===== src/rtl/rpm_pkg.sv =====
package rpm_pkg;
  localparam int DATA_W = 64;
  localparam int LANE_W = 8;
  localparam int LANES  = DATA_W / LANE_W;

  typedef enum logic [2:0] {
    ST_IDLE, ST_DWR, ST_RD, ST_WAIT, ST_CHK, ST_MRG, ST_GEN, ST_RWR
  } seq_st_t;

  // one parity bit per lane, polarity flips the whole vector
  function automatic logic [LANES-1:0] lane_parity(input logic [DATA_W-1:0] d,
                                                   input logic odd);
    logic [LANES-1:0] p;
    for (int i = 0; i < LANES; i++) p[i] = (^d[i*LANE_W +: LANE_W]) ^ odd;
    return p;
  endfunction

  // lanes with enable set come from the new word
  function automatic logic [DATA_W-1:0] merge_lanes(input logic [DATA_W-1:0] old_d,
                                                    input logic [DATA_W-1:0] new_d,
                                                    input logic [LANES-1:0] en);
    logic [DATA_W-1:0] m;
    for (int i = 0; i < LANES; i++)
      m[i*LANE_W +: LANE_W] = en[i] ? new_d[i*LANE_W +: LANE_W] : old_d[i*LANE_W +: LANE_W];
    return m;
  endfunction
endpackage


===== src/rtl/rpm_classify.sv =====
module rpm_classify
  import rpm_pkg::*;
(
  input  logic              rmw_en,
  input  logic              odd,
  input  logic [DATA_W-1:0] data,
  input  logic [LANES-1:0]  be,
  input  logic [LANES-1:0]  par,
  input  logic              full,
  input  logic              src,
  output logic              need_rmw,
  output logic [DATA_W-1:0] dir_data,
  output logic [LANES-1:0]  dir_par,
  output logic [LANES-1:0]  dir_be
);
  localparam logic [LANES-1:0] ALL_LANES = '1;

  logic cpu_full;
  logic bridge_full;

  always_comb begin
    cpu_full    = (src == 1'b0) && full;
    bridge_full = (src == 1'b1) && (be == ALL_LANES);
    need_rmw    = rmw_en && !(cpu_full || bridge_full);
    dir_data    = data;
    dir_par     = cpu_full ? par : lane_parity(data, odd);
    dir_be      = cpu_full ? ALL_LANES : be;
  end
endmodule


===== src/rtl/rpm_seq.sv =====
module rpm_seq
  import rpm_pkg::*;
(
  input  logic clk,
  input  logic rst_n,
  input  logic req_valid,
  input  logic need_rmw,
  input  logic rvalid,
  output logic ready,
  output logic accept,
  output logic rd_cmd,
  output logic wr_cmd,
  output logic seq_active,
  output logic cap_en,
  output logic chk_en,
  output logic mrg_en,
  output logic gen_en
);
  seq_st_t st_q, st_d;

  always_comb begin
    st_d = st_q;
    unique case (st_q)
      ST_IDLE: if (req_valid) st_d = need_rmw ? ST_RD : ST_DWR;
      ST_DWR:  st_d = ST_IDLE;
      ST_RD:   st_d = ST_WAIT;
      ST_WAIT: if (rvalid) st_d = ST_CHK;
      ST_CHK:  st_d = ST_MRG;
      ST_MRG:  st_d = ST_GEN;
      ST_GEN:  st_d = ST_RWR;
      ST_RWR:  st_d = ST_IDLE;
      default: st_d = ST_IDLE;
    endcase
  end

  always_ff @(posedge clk) begin
    if (!rst_n) st_q <= ST_IDLE;
    else        st_q <= st_d;
  end

  always_comb begin
    ready      = (st_q == ST_IDLE);
    accept     = ready && req_valid;
    rd_cmd     = (st_q == ST_RD);
    wr_cmd     = (st_q == ST_DWR) || (st_q == ST_RWR);
    seq_active = (st_q != ST_IDLE) && (st_q != ST_DWR);
    cap_en     = (st_q == ST_WAIT) && rvalid;
    chk_en     = (st_q == ST_CHK);
    mrg_en     = (st_q == ST_MRG);
    gen_en     = (st_q == ST_GEN);
  end
endmodule


===== src/rtl/rpm_datapath.sv =====
module rpm_datapath
  import rpm_pkg::*;
#(
  parameter int ADDR_W = 32
) (
  input  logic              clk,
  input  logic              rst_n,
  input  logic              odd,
  input  logic              accept,
  input  logic              cap_en,
  input  logic              chk_en,
  input  logic              mrg_en,
  input  logic              gen_en,
  input  logic [ADDR_W-1:0] addr,
  input  logic [DATA_W-1:0] new_data,
  input  logic [LANES-1:0]  new_be,
  input  logic [DATA_W-1:0] dir_data,
  input  logic [LANES-1:0]  dir_par,
  input  logic [LANES-1:0]  dir_be,
  input  logic [DATA_W-1:0] rd_data,
  input  logic [LANES-1:0]  rd_par,
  output logic [ADDR_W-1:0] addr_q,
  output logic [DATA_W-1:0] wdata_q,
  output logic [LANES-1:0]  wpar_q,
  output logic [LANES-1:0]  wbe_q,
  output logic              rd_mismatch,
  output logic              err_pulse
);
  logic [DATA_W-1:0] new_q;
  logic [LANES-1:0]  be_q;
  logic [DATA_W-1:0] rdat_q;
  logic [LANES-1:0]  rpar_q;

  always_ff @(posedge clk) begin
    if (!rst_n) begin
      addr_q  <= '0;
      new_q   <= '0;
      be_q    <= '0;
      wdata_q <= '0;
      wpar_q  <= '0;
      wbe_q   <= '0;
      rdat_q  <= '0;
      rpar_q  <= '0;
    end else begin
      if (accept) begin
        addr_q  <= addr;
        new_q   <= new_data;
        be_q    <= new_be;
        wdata_q <= dir_data;
        wpar_q  <= dir_par;
        wbe_q   <= dir_be;
      end
      if (cap_en) begin
        rdat_q <= rd_data;
        rpar_q <= rd_par;
      end
      if (mrg_en) begin
        wdata_q <= merge_lanes(rdat_q, new_q, be_q);
        wbe_q   <= '1;
      end
      if (gen_en) wpar_q <= lane_parity(wdata_q, odd);
    end
  end

  assign rd_mismatch = (lane_parity(rdat_q, odd) != rpar_q);
  assign err_pulse   = chk_en && rd_mismatch;
endmodule


===== src/rtl/rmw_parity_merge.sv =====
module rmw_parity_merge
  import rpm_pkg::*;
#(
  parameter int ADDR_W = 32
) (
  input  logic              clk,
  input  logic              rst_n,
  input  logic              cfg_rmw_en,
  input  logic              cfg_odd_par,
  input  logic [3:0]        cfg_hold_burst,
  input  logic [7:0]        cfg_hold_limit,
  input  logic              req_valid,
  output logic              req_ready,
  input  logic [ADDR_W-1:0] req_addr,
  input  logic [63:0]       req_data,
  input  logic [7:0]        req_be,
  input  logic [7:0]        req_par,
  input  logic              req_full,
  input  logic              req_src,
  output logic              mem_rd,
  output logic              mem_wr,
  output logic [ADDR_W-1:0] mem_addr,
  output logic [63:0]       mem_wdata,
  output logic [7:0]        mem_wpar,
  output logic [7:0]        mem_wbe,
  input  logic              mem_rvalid,
  input  logic [63:0]       mem_rdata,
  input  logic [7:0]        mem_rpar,
  output logic              mem_page_hold,
  output logic              err_valid,
  output logic [ADDR_W-1:0] err_addr
);
  logic              need_rmw;
  logic [DATA_W-1:0] dir_data;
  logic [LANES-1:0]  dir_par;
  logic [LANES-1:0]  dir_be;
  logic              accept;
  logic              seq_active;
  logic              cap_en;
  logic              chk_en;
  logic              mrg_en;
  logic              gen_en;
  logic              rd_mismatch;
  logic              hold_cfg_on;
  logic [ADDR_W-1:0] addr_q;

  rpm_classify u_cls (
    .rmw_en   (cfg_rmw_en),
    .odd      (cfg_odd_par),
    .data     (req_data),
    .be       (req_be),
    .par      (req_par),
    .full     (req_full),
    .src      (req_src),
    .need_rmw (need_rmw),
    .dir_data (dir_data),
    .dir_par  (dir_par),
    .dir_be   (dir_be)
  );

  rpm_seq u_seq (
    .clk        (clk),
    .rst_n      (rst_n),
    .req_valid  (req_valid),
    .need_rmw   (need_rmw),
    .rvalid     (mem_rvalid),
    .ready      (req_ready),
    .accept     (accept),
    .rd_cmd     (mem_rd),
    .wr_cmd     (mem_wr),
    .seq_active (seq_active),
    .cap_en     (cap_en),
    .chk_en     (chk_en),
    .mrg_en     (mrg_en),
    .gen_en     (gen_en)
  );

  rpm_datapath #(.ADDR_W(ADDR_W)) u_dp (
    .clk         (clk),
    .rst_n       (rst_n),
    .odd         (cfg_odd_par),
    .accept      (accept),
    .cap_en      (cap_en),
    .chk_en      (chk_en),
    .mrg_en      (mrg_en),
    .gen_en      (gen_en),
    .addr        (req_addr),
    .new_data    (req_data),
    .new_be      (req_be),
    .dir_data    (dir_data),
    .dir_par     (dir_par),
    .dir_be      (dir_be),
    .rd_data     (mem_rdata),
    .rd_par      (mem_rpar),
    .addr_q      (addr_q),
    .wdata_q     (mem_wdata),
    .wpar_q      (mem_wpar),
    .wbe_q       (mem_wbe),
    .rd_mismatch (rd_mismatch),
    .err_pulse   (err_valid)
  );

  assign hold_cfg_on   = (|cfg_hold_burst) && (|cfg_hold_limit);
  assign mem_page_hold = seq_active && hold_cfg_on;
  assign mem_addr      = addr_q;
  assign err_addr      = addr_q;
endmodule


===== config.mk =====
export PLATFORM = sky130hd
export DESIGN_NAME = rmw_parity_merge
export DESIGN_NICKNAME = d
export VERILOG_FILES = /design/src/rtl/rpm_pkg.sv /design/src/rtl/rpm_classify.sv /design/src/rtl/rpm_seq.sv /design/src/rtl/rpm_datapath.sv /design/src/rtl/rmw_parity_merge.sv
export SDC_FILE = /design/constraint.sdc
export NUM_CORES = 1
export LEC_CHECK = 0
export ABC_AREA = 1
export BUFFER_PORTS_ARGS = -buffer_cell sky130_fd_sc_hd__buf_4
export CORE_MARGIN = 2
export CORE_UTILIZATION = 40
export CTS_CLUSTER_SIZE = 40
export DETAILED_ROUTE_END_ITERATION = 6
export GPL_TIMING_DRIVEN = 0
export SLEW_MARGIN = 20
export SYNTH_ARGS = -nofsm -noshare
export SYNTH_HDL_FRONTEND = slang
export SYNTH_HIERARCHICAL = 1
export SYNTH_SLANG_ARGS = --single-unit

===== constraint.sdc =====
create_clock -name clk -period 4.3 [get_ports clk]
set_clock_uncertainty 0.2 [all_clocks]
set_input_delay 0.43 -clock clk [delete_from_list [all_inputs] [get_ports clk]]
set_output_delay 0.43 -clock clk [all_outputs]
set_load 0.01 [all_outputs]

==> metrics.txt, run 1 <==
fin area 0.0194 mm2; Syn-to-layout area delta 37.4%; most frequent cells in the layout 491 x nand2_1, 451 x buf_4, 322 x o21ai_0, 259 x dfxtp_1, 236 x a21oi_1; synthesized cell area roughly 0.014 mm2; GP Congestion 0.884; slowest stage delay, CP ~0.56 ns; TritonCTS Sinks 259; most common cell after layout, fill and taps aside nand2_1; Final ANT Viol Nets 0; Req. time, crit path around 4.5 ns; RSZ-0062 raised after global routing no; hold_ws 0.0128 ns; Net Switching 2.47 mW; CP dominant cell by count buf_2; global-route wire length before repair 80.3 mm; DRC Markers 1; Crit. End Element flip-flop; Worst path slowest cell clkbuf_1; Final Max Tran Viols 0; failing checks DRC; Rel. slew slack 0.412; syn nets 2359; chip height 192 um; gr ovfl total 0; PwrDens 405 mW/mm2; drt pass-1 iters 7; Initial Util 0.408; Worst-Margin Slew 0.882 ns; H-Tree Depth 2; worst path arrival time roughly 3.1 ns; # rows just under 70; YS warnings 6; GR Util met3 0.0444; status complete, but fails checks; Vias/cell roughly 5.1; port bufs ~350; Lkg Pwr 9.24 nW; part of the power in registers 0.365; max-cap viol count 0; CTS tree built; fraction of layout cells with a size suffix above 1 0.210; Peak Freq 0.345 GHz; vias 15800; clk slew on worst S/H paths about 0.06 ns; # setup viols final 0; Cell Int Power about 5.4 mW; Final Hold Vio Count 0; multi-input logic area 0.00693 mm2; GRT Overall Usage 0.285; Final WS setup roughly 1.4 ns; die area around 0.037 mm2; Clock Power Share 0.374; post-CTS setup buffers 0; met2 GRT Util 0.476; CP Class in2reg; Sequential cell area between 0.005 and 0.006 mm2; Tmin final 2.90 ns; CP cell instances dlygate4sd3_1 -> buf_4 -> buf_2 -> buf_2 -> clkbuf_1 -> o21ai_0 -> a21oi_1; Avg Inst Size Synth 6.55 um2; TritonCTS Buffers 34; clk buf depth 3; Place WS 1.48 ns; crit share post-route 0.675; TNS Setup 0 ns; switch share 0.315; Most Crowded Layer GR met2; Post-DP HPWL 40.2 mm; Mapped Cells between 2000 and 2500; VDD IR max 0.238 mV; fin util 0.560; vias in the first global route 14800; final WL between 50 and 60 mm; pin count of the biggest net entering global routing 12; Worst-Skew Late Latency 0.51 ns; core area 0.0346 mm2; average wire per standard cell 17.5 um; CTS root buf clkbuf_16; FILL cells 3401; Comb pwr share 0.261; hold crit path type in2reg; routing usage on met1 0.369; CP Max Fanout 10; Die Wd 192 um; Startpoint Class input port; initial DRC count 1212; Final Net Count 2837; initial antenna violation count 3; post-placement cell area 0.0173 mm2; I/O Pins 353
-- layer usage --
metal	wire length [um]	part of all wire
met1	23000	0.42
met2	25100	0.46
met3	4320	0.079
met4	1980	0.036
met5	32	0.00059
-- sequential cells by signal, summed over array words and instances, names as in the netlist --
name	cells
u_dp/addr_q	32
u_dp/wpar_q	8
u_dp/rpar_q	8
u_dp/rdat_q	64
u_dp/new_q	64
u_seq/st_q	3
u_dp/wbe_q	8
u_dp/be_q	8
u_dp/wdata_q	64
-- area by class of cell --
class,count,area share
tap,455,0.0294
timing repair buffer,442,0.183
clock inverter,9,0.00671
clock buffer,52,0.0531
antenna,1,0.000129
sequential,259,0.267
inverter,202,0.0395
multi-input combinational,1486,0.357
buffer,208,0.0635
-- final timing paths --
path                                     from                            to  slack (ns)  cells past startpoint
hold / removal                    req_data[4]    u_dp/new_q[4]$_SDFFE_PN0P_        0.01                      3
setup reg to reg   u_seq/st_q[0]$_SDFFE_PN0P_  u_dp/rdat_q[59]$_SDFFE_PN0P_        1.49                     10
setup / recovery                        rst_n     u_dp/be_q[0]$_SDFFE_PN0P_        1.40                      7
hold reg to reg   u_dp/new_q[62]$_SDFFE_PN0P_   u_dp/new_q[62]$_SDFFE_PN0P_        0.26                      2
-- through the flow --
stage / instances / power [mW]
after detailed placement: 2962 / 4.87
after CTS: 3113 / 7.89
after global routing: 3114 / 8.24
after floorplan: 2155 / 3.98
final: 3114 / 7.85
after global placement: 2961 / 4.84
-- critical path: cells and delay by family --
kind | cells | cell delay, ns
compound gates | 2 | 0.55
buf+inv | 5 | 2.13
-- what timing repair did --
item,in CTS,in global routing
endpoints found under the hold margin,92,0
hold buffers,90,0
resized for setup,0,0
-- power by group through the flow --
stage               clock network (mW)  logic (mW)  registers (mW)
global route                      3.09        2.26            2.89
global placement                     0        1.93            2.91
finish                            2.93        2.05            2.87
floorplan                            0        1.07            2.91
detailed placement                   0        1.96            2.91
CTS                               2.98        2.04            2.86
Power figures use the tool's default switching activity.
==> run 2, diff against run 1 <==
- PLACE_DENSITY: default -> 0.65
- clock period: 4.3 -> 2.4 ns (I/O delays scaled with it)
==> metrics.txt, run 2 (same netlist as run 1, synthesis figures left out) <==
Tmin final ~2.4 ns; Crit. End Element output pin; I/O Pins 353; initial DRC count 1194; Worst R2R Setup Slack 0.09 ns; Vias/cell 5.11; FILL cells 3187; Net Switching 4.43 mW; multi-input logic area ~0.0070 mm2; slowest stage delay, CP 0.35 ns; Req. time, crit path 1.96 ns; global-route wire length before repair 84.2 mm; Lkg Pwr 9.68 nW; # setup viols final 1; Place WS -0.287 ns; Rel. slew slack 0.449; Syn-to-layout area delta 44.8%; switch share 0.319; RSZ-0062 raised after global routing yes; Cell Int Power 9.46 mW; Startpoint Class flip-flop; Sequential cell area 0.00524 mm2; CP cell instances inv_2 -> nand2_1 -> nand3_1 -> nand2_2 -> inv_1 -> nand2_1 -> nand3b_1 -> nand2_1 -> nand2_2 -> nor2_4 -> a21oi_2 -> buf_4; GP Congestion 0.899; routing usage on met1 0.368; Comb pwr share 0.280; CP Max Fanout 4; fraction of layout cells with a size suffix above 1 0.241; CP dominant cell by count nand2_1; GRT Overall Usage 0.295; Initial Util 0.408; worst setup path endpoint err_valid; Final Net Count 2933; core area 0.0346 mm2; kind of cell adding the most delay to the critical path simple AND/OR/NAND/NOR gates; H-Tree Depth 1; crit share post-route 1.02; part of the power in registers 0.370; Die Wd 192 um; GR Util met3 0.0439; Critical R2R Capture u_dp/wdata_q[60]$_SDFFE_PN0P_; CTS tree built; chip height 192 um; PwrDens 680 mW/mm2; Most Crowded Layer GR met2; reg-to-reg startpoint u_seq/st_q[2]$_SDFFE_PN0P_; Final Max Tran Viols 0; met2 GRT Util 0.514; Post-DP HPWL 40.4 mm; Clock Power Share 0.350; Worst-Skew Late Latency 0.57 ns; worst path arrival time 2.01 ns; clk buf depth 3; Final ANT Viol Nets 0; DRC Markers 0; CTS root buf clkbuf_16; Worst Path Buf+Inv 3; Worst-Margin Slew 0.826 ns; drt pass-1 iters 6; hold crit path type in2reg; Stages on worst setup path 12; Final WS setup -0.0460 ns; Worst path slowest cell dfxtp_2; clk slew on worst S/H paths roughly 0.06 ns; final WL between 50 and 60 mm; # rows 68; most common cell after layout, fill and taps aside nand2_1; pin count of the biggest net entering global routing 15; Peak Freq about 0.41 GHz; TritonCTS Buffers 30; top flop regs u_dp/new_q: 64 flops, u_dp/rdat_q: 64 flops, u_dp/wdata_q: 64 flops; status complete, but fails checks; max-cap viol count 0; average wire per standard cell 17.5 um; failing checks setup timing; Worst R2R Path Depth 9; VDD IR max 0.531 mV; most frequent cells in the layout 476 x nand2_1, 456 x buf_4, 316 x o21ai_0, 235 x a21oi_1, 220 x dfxtp_1; CP Class reg2out; TritonCTS Sinks about 260; port bufs 351; initial antenna violation count 2; hold_ws 0.187 ns; fin util 0.590; Final Hold Vio Count 0; die area around 0.037 mm2; vias in the first global route 15500; vias 16400; CP startpoint u_dp/rdat_q[15]$_SDFFE_PN0P_; gr ovfl total 0
run 2: cell count changes in the layout (fill, tap and decap cells not counted), sizes merged:
cell	previous run	this run
bufinv	3	4
clkbuf	131	123
dlygate4sd3	90	189
clkinv	4	6
diode	1	3
run 2: power groups by stage:
| stage | registers (mW) | logic [mW] | clock network [mW] |
|---|---|---|---|
| floorplan | 5.21 | 1.92 | 0 |
| finish | 5.13 | 3.89 | 4.86 |
| CTS | 5.12 | 3.82 | 4.92 |
| global route | 5.18 | 4.26 | 5.12 |
| detailed placement | 5.20 | 3.52 | 0 |
| global placement | 5.19 | 3.45 | 0 |
run 2: worst reg2reg max path, delay by kind of cell, from the launching register on:
| kind | cells | cell delay, ns |
|---|---|---|
| simple gates | 2 | 0.13 |
| buf+inv | 5 | 1.17 |
| flops | 1 | 0.34 |
| compound gates | 2 | 0.40 |
run 2: metal layers:
layer	wire, um	part of all wire
met1	23200	0.41
met4	2020	0.036
met3	4220	0.075
met2	26800	0.48
met5	0	0
run 2: stage by stage:
step	setup TNS [ns]	power, mW	area [um2]	std cells
2_1_floorplan	0	7.13	14100	2155
3_3_place_gp	-7.86	8.65	17300	2961
3_5_place_dp	-3.50	8.72	17300	2961
4_1_cts	-0.111	13.9	20300	3205
5_1_grt	-0.145	14.6	20400	3209
6_report	-0.0460	13.9	20400	3210
run 2: cell type report:
type                    instances  area share
plain buffers                 208      0.0613
repair buffers                542       0.222
clock buffers                  43      0.0431
flip-flops and latches        259       0.256
diodes                          3    0.000367
inverters                     202      0.0376
clock inverters                12     0.00814
well taps                     455      0.0279
multi-input cells            1486       0.343
run 2: worst min path at each step:
stage / cells after the start / startpoint / slack [ns] / endpoint
2_1_floorplan: 2 / rst_n / 0.16 / u_seq/st_q[0]$_SDFFE_PN0P_
3_3_place_gp: 2 / u_dp/new_q[54]$_SDFFE_PN0P_ / 0.24 / u_dp/new_q[54]$_SDFFE_PN0P_
3_5_place_dp: 2 / u_dp/new_q[55]$_SDFFE_PN0P_ / 0.25 / u_dp/new_q[55]$_SDFFE_PN0P_
4_1_cts: 5 / req_src / 0.17 / u_dp/wbe_q[1]$_SDFFE_PN0P_
5_1_grt: 5 / req_src / 0.20 / u_dp/wbe_q[7]$_SDFFE_PN0P_
6_report: 7 / req_src / 0.19 / u_dp/wbe_q[4]$_SDFFE_PN0P_
run 2: timing repair:
item,CTS,global route
setup endpoints to repair,78,115
setup buffers,0,2
resized for setup,20,107
hold buffers,189,0
pin swaps,1,9
endpoints found under the hold margin,258,0
==> run 3, diff against run 2 <==
- ABC_AREA: 1 -> default
- SKIP_CTS_REPAIR_TIMING: default -> 1
==> metrics.txt, run 3 <==
PwrDens 609 mW/mm2; TritonCTS Buffers 29; post-placement cell area 0.0172 mm2; Lkg Pwr 9.12 nW; # rows 68; DRC Markers 0; total power 12.3 mW; CTS tree built; FILL cells between 2000 and 3000; GRT Overall Usage 0.229; global-route wire length before repair 63.2 mm; Peak Freq 0.351 GHz; pin count of the biggest net entering global routing 14; Final Net Count 2101; Startpoint Class flip-flop; fin util 0.585; hold depth 6; average wire per standard cell 19.0 um; Die Wd 191 um; failing checks setup timing; Rel. slew slack 0.377; TritonCTS Sinks 259; Worst path slowest cell xnor3_1; CTS root buf clkbuf_16; Avg Inst Size Synth 10.5 um2; Tmin final 2.84 ns; slowest stage delay, CP 0.46 ns; Worst-Margin Slew 0.934 ns; Mapped Cells around 1300; hold crit path type in2reg; max-cap viol count 0; most common cell after layout, fill and taps aside buf_4; Final WS setup -0.445 ns; Req. time, crit path 1.96 ns; Vias/cell 4.73; vias in the first global route around 11000; vias roughly 11000; I/O Pins 353; chip height about 190 um; RSZ-0062 raised after global routing yes; YS warnings 6; die area 0.0365 mm2; Worst R2R Path Depth 7; Place WS -0.735 ns; gr ovfl total 0; H-Tree Depth 1; fin area 0.0202 mm2; CP Max Fanout 3; Syn-to-layout area delta 44.1%; crit share post-route 1.19; most frequent cells in the layout 449 x buf_4, 248 x mux2i_1, 248 x dfxtp_1, 181 x dlygate4sd3_1, 177 x nor2b_1; CP Class reg2out; non-filler instance count after layout 2379; GP Congestion 0.805; clk slew on worst S/H paths ~0.060 ns; synthesized cell area 0.0140 mm2; Worst-Skew Late Latency 0.54 ns; final WL 45.2 mm; VDD IR max 0.468 mV; Crit. End Element output pin; clk buf depth 3; Final Max Tran Viols 0; # setup viols final 1; CP dominant cell by count xnor2_2; Final ANT Viol Nets 0; initial antenna violation count 6; top flop regs u_dp/new_q: 64 flops, u_dp/rdat_q: 64 flops, u_dp/wdata_q: 64 flops; Final Hold Vio Count 0; fraction of layout cells with a size suffix above 1 0.336; port bufs 351; CP cell instances xnor2_2 -> xnor3_1 -> xnor2_2 -> nor4_4 -> a21boi_2 -> buf_4; initial DRC count 433; Initial Util 0.406; placed insts 2139; drt pass-1 iters 7; status complete, but fails checks; syn nets 1537; worst path arrival time 2.40 ns; Post-DP HPWL approximately 33 mm; core area approximately 0.035 mm2
[run 3: power breakdown]
group	leakage (nW)	switching, mW	internal (mW)
clock	0.478	1.82	2.75
combinational	6.51	1.25	1.71
sequential	2.12	0.209	4.56
[run 3: final timing paths]
| check | start | to | slack, ns |
|---|---|---|---|
| hold reg to reg | u_dp/new_q[49]$_SDFFE_PN0P_ | u_dp/new_q[49]$_SDFFE_PN0P_ | 0.32 |
| hold / removal | req_par[1] | u_dp/wpar_q[1]$_SDFFE_PN0P_ | 0.02 |
| setup / recovery | u_dp/rdat_q[46]$_SDFFE_PN0P_ | err_valid | -0.44 |
| setup reg to reg | u_seq/st_q[1]$_SDFFE_PN0P_ | u_dp/wdata_q[44]$_SDFFE_PN0P_ | 0.07 |
[run 3: final cells by class]
type	instances	area (um2)	area share
multi-input cells	889	7800	0.386
flip-flops and latches	259	5200	0.257
repair buffers	534	4470	0.222
plain buffers	183	1160	0.0573
clock buffers	43	848	0.0420
well taps	455	569	0.0282
clock inverters	9	123	0.00607
diodes	6	15.0	0.000744
inverters	1	3.75	0.000186
[run 3: worst max-delay path, delay by kind of cell (launching register included)]
family                    cells  cell delay (ns)
and+or+nand+nor               1             0.38
buffers and inverters         1             0.17
AOI/OAI and AO/OA             1             0.17
xor gates and xnor gates      3             0.76
DFF                           1             0.37
[run 3: per-stage QoR]
stage	hold slack (ns)	setup TNS, ns
after global routing	0.0334	-0.522
final	0.0223	-0.445
after global placement	0.295	-77.91
after CTS	-0.268	-89.85
after floorplan	0.158	0
after detailed placement	0.302	-86.07
[run 3: routing by layer]
metal,part of all wire,global-route usage,routed length [um],up-vias
li1,-,-,-,5562
met3,0.059,0.0483,2680,65
met2,0.49,0.390,22000,339
met4,0.027,0.0740,1220,0
met1,0.43,0.287,19400,5279
met5,0,0,0,-
